File: src/rtl/dlane_hs_pkg.sv
package dlane_hs_pkg;
  localparam int unsigned BYTE_W    = 8;
  localparam logic [7:0]  SYNC_BYTE = 8'b0001_1101;
  localparam logic [1:0]  LP11      = 2'b11;
  localparam logic [1:0]  LP01      = 2'b01;
  localparam logic [1:0]  LP00      = 2'b00;

  typedef enum logic [2:0] {
    PH_STOP, PH_REQ, PH_PREP, PH_ZERO, PH_SYNC, PH_DATA, PH_TRAIL, PH_EXIT
  } phase_e;
endpackage

File: src/rtl/dlane_phase_timer.sv
module dlane_phase_timer #(
  parameter int unsigned CW = 8
) (
  input  logic          clk_i,
  input  logic          rst_ni,
  input  logic          load_i,
  input  logic [CW-1:0] val_i,
  output logic          done_o
);
  logic [CW-1:0] cnt_q;

  always_ff @(posedge clk_i or negedge rst_ni) begin
    if (!rst_ni)           cnt_q <= '0;
    else if (load_i)       cnt_q <= val_i;
    else if (cnt_q != '0)  cnt_q <= cnt_q - CW'(1);
  end

  // a load of 0 or 1 both give a one-cycle phase
  assign done_o = (cnt_q <= CW'(1));
endmodule

File: src/rtl/dlane_byte_ser.sv
module dlane_byte_ser #(
  parameter int unsigned W = 8
) (
  input  logic         clk_i,
  input  logic         rst_ni,
  input  logic         load_i,
  input  logic [W-1:0] val_i,
  input  logic         shift_i,
  output logic         bit_o,
  output logic         at_end_o
);
  localparam int unsigned IW = (W > 1) ? $clog2(W) : 1;

  logic [W-1:0]  sh_q;
  logic [IW-1:0] idx_q;

  always_ff @(posedge clk_i or negedge rst_ni) begin
    if (!rst_ni) begin
      sh_q  <= '0;
      idx_q <= '0;
    end else if (load_i) begin
      sh_q  <= val_i;
      idx_q <= '0;
    end else if (shift_i) begin
      sh_q  <= sh_q >> 1;
      idx_q <= idx_q + IW'(1);
    end
  end

  assign bit_o    = sh_q[0];
  assign at_end_o = (idx_q == IW'(W - 1));
endmodule

File: src/rtl/dlane_hs_tx.sv
module dlane_hs_tx
  import dlane_hs_pkg::*;
#(
  parameter int unsigned CW = 8
) (
  input  logic          clk_i,
  input  logic          rst_ni,
  input  logic          req_i,
  input  logic          clk_ready_i,
  input  logic [CW-1:0] lpx_cyc_i,
  input  logic [CW-1:0] prep_cyc_i,
  input  logic [CW-1:0] zero_cyc_i,
  input  logic [CW-1:0] trail_cyc_i,
  input  logic [CW-1:0] exit_cyc_i,
  input  logic [7:0]    data_i,
  input  logic          valid_i,
  input  logic          last_i,
  output logic          ready_o,
  output logic [1:0]    lp_o,
  output logic          hs_en_o,
  output logic          hs_bit_o
);
  phase_e        st_q, st_d;
  logic          last_q, last_d;
  logic          lvl_q, lvl_d;
  logic          tmr_load, tmr_done;
  logic [CW-1:0] tmr_val;
  logic          ser_load, ser_shift, ser_bit, ser_end;
  logic [7:0]    ser_val;
  logic          fetch;

  dlane_phase_timer #(.CW(CW)) u_tmr (
    .clk_i  (clk_i),
    .rst_ni (rst_ni),
    .load_i (tmr_load),
    .val_i  (tmr_val),
    .done_o (tmr_done)
  );

  dlane_byte_ser #(.W(BYTE_W)) u_ser (
    .clk_i    (clk_i),
    .rst_ni   (rst_ni),
    .load_i   (ser_load),
    .val_i    (ser_val),
    .shift_i  (ser_shift),
    .bit_o    (ser_bit),
    .at_end_o (ser_end)
  );

  assign ready_o = ser_end && ((st_q == PH_SYNC) || (st_q == PH_DATA && !last_q));
  assign fetch   = ready_o && valid_i;

  always_comb begin
    st_d      = st_q;
    last_d    = last_q;
    lvl_d     = lvl_q;
    tmr_load  = 1'b0;
    tmr_val   = lpx_cyc_i;
    ser_load  = 1'b0;
    ser_val   = SYNC_BYTE;
    ser_shift = 1'b0;
    unique case (st_q)
      PH_STOP: if (req_i && clk_ready_i) begin
        st_d     = PH_REQ;
        tmr_load = 1'b1;
        tmr_val  = lpx_cyc_i;
      end
      PH_REQ: if (tmr_done) begin
        st_d     = PH_PREP;
        tmr_load = 1'b1;
        tmr_val  = prep_cyc_i;
      end
      PH_PREP: if (tmr_done) begin
        st_d     = PH_ZERO;
        tmr_load = 1'b1;
        tmr_val  = zero_cyc_i;
      end
      PH_ZERO: if (tmr_done) begin
        st_d     = PH_SYNC;
        ser_load = 1'b1;
        ser_val  = SYNC_BYTE;
      end
      PH_SYNC, PH_DATA: begin
        if (!ser_end) begin
          ser_shift = 1'b1;
        end else if (fetch) begin
          st_d     = PH_DATA;
          ser_load = 1'b1;
          ser_val  = data_i;
          last_d   = last_i;
        end else begin
          // payload over: trail mirrors the bit now on the line
          st_d     = PH_TRAIL;
          lvl_d    = ~ser_bit;
          tmr_load = 1'b1;
          tmr_val  = trail_cyc_i;
        end
      end
      PH_TRAIL: if (tmr_done) begin
        st_d     = PH_EXIT;
        tmr_load = 1'b1;
        tmr_val  = exit_cyc_i;
      end
      PH_EXIT: if (tmr_done) st_d = PH_STOP;
      default: st_d = PH_STOP;
    endcase
  end

  always_ff @(posedge clk_i or negedge rst_ni) begin
    if (!rst_ni) begin
      st_q   <= PH_STOP;
      last_q <= 1'b0;
      lvl_q  <= 1'b0;
    end else begin
      st_q   <= st_d;
      last_q <= last_d;
      lvl_q  <= lvl_d;
    end
  end

  always_comb begin
    lp_o     = LP00;
    hs_en_o  = 1'b0;
    hs_bit_o = 1'b0;
    unique case (st_q)
      PH_STOP, PH_EXIT: lp_o = LP11;
      PH_REQ:           lp_o = LP01;
      PH_PREP:          lp_o = LP00;
      PH_ZERO:          hs_en_o = 1'b1;
      PH_SYNC, PH_DATA: begin
        hs_en_o  = 1'b1;
        hs_bit_o = ser_bit;
      end
      PH_TRAIL: begin
        hs_en_o  = 1'b1;
        hs_bit_o = lvl_q;
      end
      default: lp_o = LP11;
    endcase
  end
endmodule

File: config.mk
export PLATFORM = sky130hd
export DESIGN_NAME = dlane_hs_tx
export DESIGN_NICKNAME = d
export VERILOG_FILES = /design/src/rtl/dlane_hs_pkg.sv /design/src/rtl/dlane_phase_timer.sv /design/src/rtl/dlane_byte_ser.sv /design/src/rtl/dlane_hs_tx.sv
export SDC_FILE = /design/constraint.sdc
export NUM_CORES = 1
export LEC_CHECK = 0
export BUFFER_PORTS_ARGS = -buffer_cell sky130_fd_sc_hd__buf_2
export CORE_UTILIZATION = 56
export DETAILED_ROUTE_END_ITERATION = 10
export HOLD_SLACK_MARGIN = 0.1
export PLACE_DENSITY = 0.95
export REMOVE_ABC_BUFFERS = 1
export SETUP_SLACK_MARGIN = 0.02
export SKIP_CTS_REPAIR_TIMING = 1
export SYNTH_ARGS = -nofsm -noshare
export SYNTH_HDL_FRONTEND = slang
export SYNTH_SLANG_ARGS = --single-unit
File: constraint.sdc
create_clock -name clk_i -period 7.05 [get_ports clk_i]
set_clock_uncertainty 0.15 [all_clocks]
set_input_delay 1.0575 -clock clk_i [delete_from_list [all_inputs] [get_ports clk_i]]
set_output_delay 1.0575 -clock clk_i [all_outputs]
set_load 0.01 [all_outputs]
==> results_dict.tcl <==
set metrics [dict create \
    run_status "finished, final reports clean" \
    peak_clock_frequency_supported_by_timing_mhz 267 \
    clockRootBuffer "clkbuf_4" \
    hpwlAfterDp_um 3930 \
    routability_congestion 0.940 \
    hold_viol_final 0 \
    vias_in_the_first_global_route 1877 \
    synth_top_cell_area_share_pct 30.2 \
    worst_hold_path.num_cells 1 \
    floorplan.die.height_um 61.6 \
    synth.area.top_cells "dfrtp_1 (30%), nand2_1 (6.4%), o21ai_0 (5.0%), a21oi_1 (3.5%), nor2_1 (3.4%)" \
    floorplan_row_count 21 \
    cts_inserted_buffers 3 \
    postSynth.asyncResetShare_pct 100 \
    first_pass_grt_wire_length_um 8030 \
    route.detailed.drc 0 \
    i_o_pin_count 59 \
    detailroute.via_count 2041 \
    design.core.area_um2 3360 \
    pwr_density_cell_nw_per_um2 369 \
    worst_skew_pair_latency_ns 0.31 \
    switchingPower_uw 396 \
    drv_slew 0 \
    global_route.usage.total_pct 28.5 \
    clk_pin_slew_ns 0.14 \
    synth_warnings 0 \
    power.share.clock_pct 8.7 \
    detail_route.iter0.violations 141 \
    maximum_number_of_pins_on_one_net_before_global_route_repair 25 \
    synth_top_cells_by_count "nand2_1 (34), dfrtp_1 (24), o21ai_0 (20)" \
    drive_gt1_share_pct 25.0 \
    clkSinkCount 24 \
    ys_seq_elements 24 \
    synth-edff-count 0 \
    synthesis.area_um2 1990 \
    finish.instance_area_um2 2270 \
    share_of_the_cycle_needed_by_the_critical_path_after_routing_pct 53.1 \
    post_synth_num_cell_types 52 \
    lkg_pwr_nw 0.989 \
    maximum_buffer_depth_of_the_clock_tree 2 \
    grt_setup_unrepaired "false" \
    grt_antenna_before_repair 0 \
    critical_path_maximum_fanout 23 \
    arrival_ns 2.53 \
    die_width_um 61.6 \
    timing.final.crit_period_ns 3.74 \
    pwr-share-comb_pct 55.2 \
    setup_violators_final 0 \
    areaGrowthSynthToFinish_pct 14.3 \
    power.share.switching_pct 47.2 \
    grt_remaining_overflow 0 \
    synth.largest_area_cell "dfrtp_1" \
    timing.setup.critical_path_class "register to primary output" \
    antenna_left 0 \
    cts_htree_levels 1 \
    drv.max_cap_violation_count 0 \
    critical_path_launch_point_type "register" \
    port_buffers 58 \
    synth_sequential_area_ratio_pct 30.2 \
    diode_insertion_count_for_antenna_repair 0 \
    ys_dominant_reg_cell "dfrtp_1" \
    post_synth_inst_count 242 \
    seq_power_share_pct 36.0 \
    layout.nets 348 \
    synthesis.area_per_instance_um2 8.22 \
    worstPathRequired_ns 5.84 \
    hold_path_class "register to register" \
    post_drt_via_cell_ratio 6.11 \
    initial_core_utilization_pct 59.2 \
    relSlewSlack_pct 35.5 \
    placedInstanceArea_um2 2240 \
    p_int_uw 443 \
    reg2reg_depth 5 \
    synthMostInstantiatedCell "nand2_1" \
    ir_worst_vdd_mv 0.268 \
    setup_tns_ns 0 \
    type_of_destination_of_the_critical_path "primary output" \
    firstDrtPassIters 5 \
    tritoncts "done" \
    worst_pin_slew_ns 0.965 \
    routed_wire_length_per_instance_um 15.2 \
    wl_um 5060 \
    floorplan.die_area_um2 3790 \
]
sequential cells by signal, summed over array words and instances (netlist names):
signal / count
u_ser.sh_q: 8
u_tmr.cnt_q: 8
st_q: 3
u_ser.idx_q: 3
last_q: 1
lvl_q: 1
placed cells by master, fill, tap and decap left out, types with 4 or more instances in the layout:
master     instances
o22ai_1            5
a21oi_1           14
nor2b_1            5
xnor2_1            5
nor2_1            18
a31oi_1            5
o21ai_0           20
buf_2             58
nand2_1           34
ha_1               5
a211oi_1           6
o31ai_1            5
nand4_1            8
dfrtp_1           24
nand2b_1           4
a2bb2oi_1          4
nor3_1             4
mux2i_1            6
o2bb2ai_1          4
o211ai_1           7
path summary, 6_finish.rpt:
kind / startpoint / end / slack [ns]
setup / recovery: st_q[2] / ready_o / 3.31
hold / removal: u_ser.sh_q[0] / lvl_q / 0.35
setup reg to reg: st_q[2] / u_tmr.cnt_q[4] / 3.98
hold reg to reg: u_ser.sh_q[0] / lvl_q / 0.35
max in group asynchronous: rst_ni / u_tmr.cnt_q[3] / 5.83
min in group asynchronous: rst_ni / u_ser.sh_q[1] / 0.56
through the flow:
step	hold slack (ns)	worst slack (ns)	std cells	utilization [%]	power (mW)
2_1_floorplan	0.282	4.18	226	-	0.628
3_3_place_gp	0.316	3.79	330	66.6	0.737
3_5_place_dp	0.326	3.75	330	66.6	0.759
4_1_cts	0.365	3.38	334	67.6	0.834
5_1_grt	0.390	3.18	334	67.6	0.908
6_report	0.355	3.31	334	67.6	0.839
power groups by stage:
stage,combinational [mW],sequential [mW],clock [mW]
6_report,0.463,0.302,0.0734
2_1_floorplan,0.351,0.277,0
4_1_cts,0.460,0.300,0.0746
3_3_place_gp,0.441,0.295,0
3_5_place_dp,0.457,0.301,0
5_1_grt,0.517,0.311,0.0801
cells by family after synthesis:
logic type               after synthesis  share of synthesized area [%]
AND/OR/NAND/NOR                       97                           26.0
AO/OA/AOI/OAI                         83                           28.2
flip-flops                            24                           30.2
buffers and inverters                 18                           5.35
XOR/XNOR                               8                           3.52
multiplexers                           7                           3.58
adder cells (fa/ha/maj)                5                           3.14
worst max-delay path, stage by stage (launching register included):
cell and delay [ns]:
dfrtp_1 0.95, nor2b_1 0.85, and3_1 0.28, buf_2 0.13
per-layer routing:
metal	up-vias	routed length (µm)	GRT usage [%]
met5	-	0	0
met3	11	270	2.73
met4	0	76	9.52
li1	995	-	-
met2	73	2630	52.7
met1	962	2090	34.3
cell type report:
class                   count  area (µm²)
flip-flops and latches     24         601
well taps                  46        57.6
clock buffers               4        36.3
inverters                   2        7.51
repair buffers             58         290
multi-input cells         200        1280
fillers                   322        1090
(Power assumes the default switching activity.)
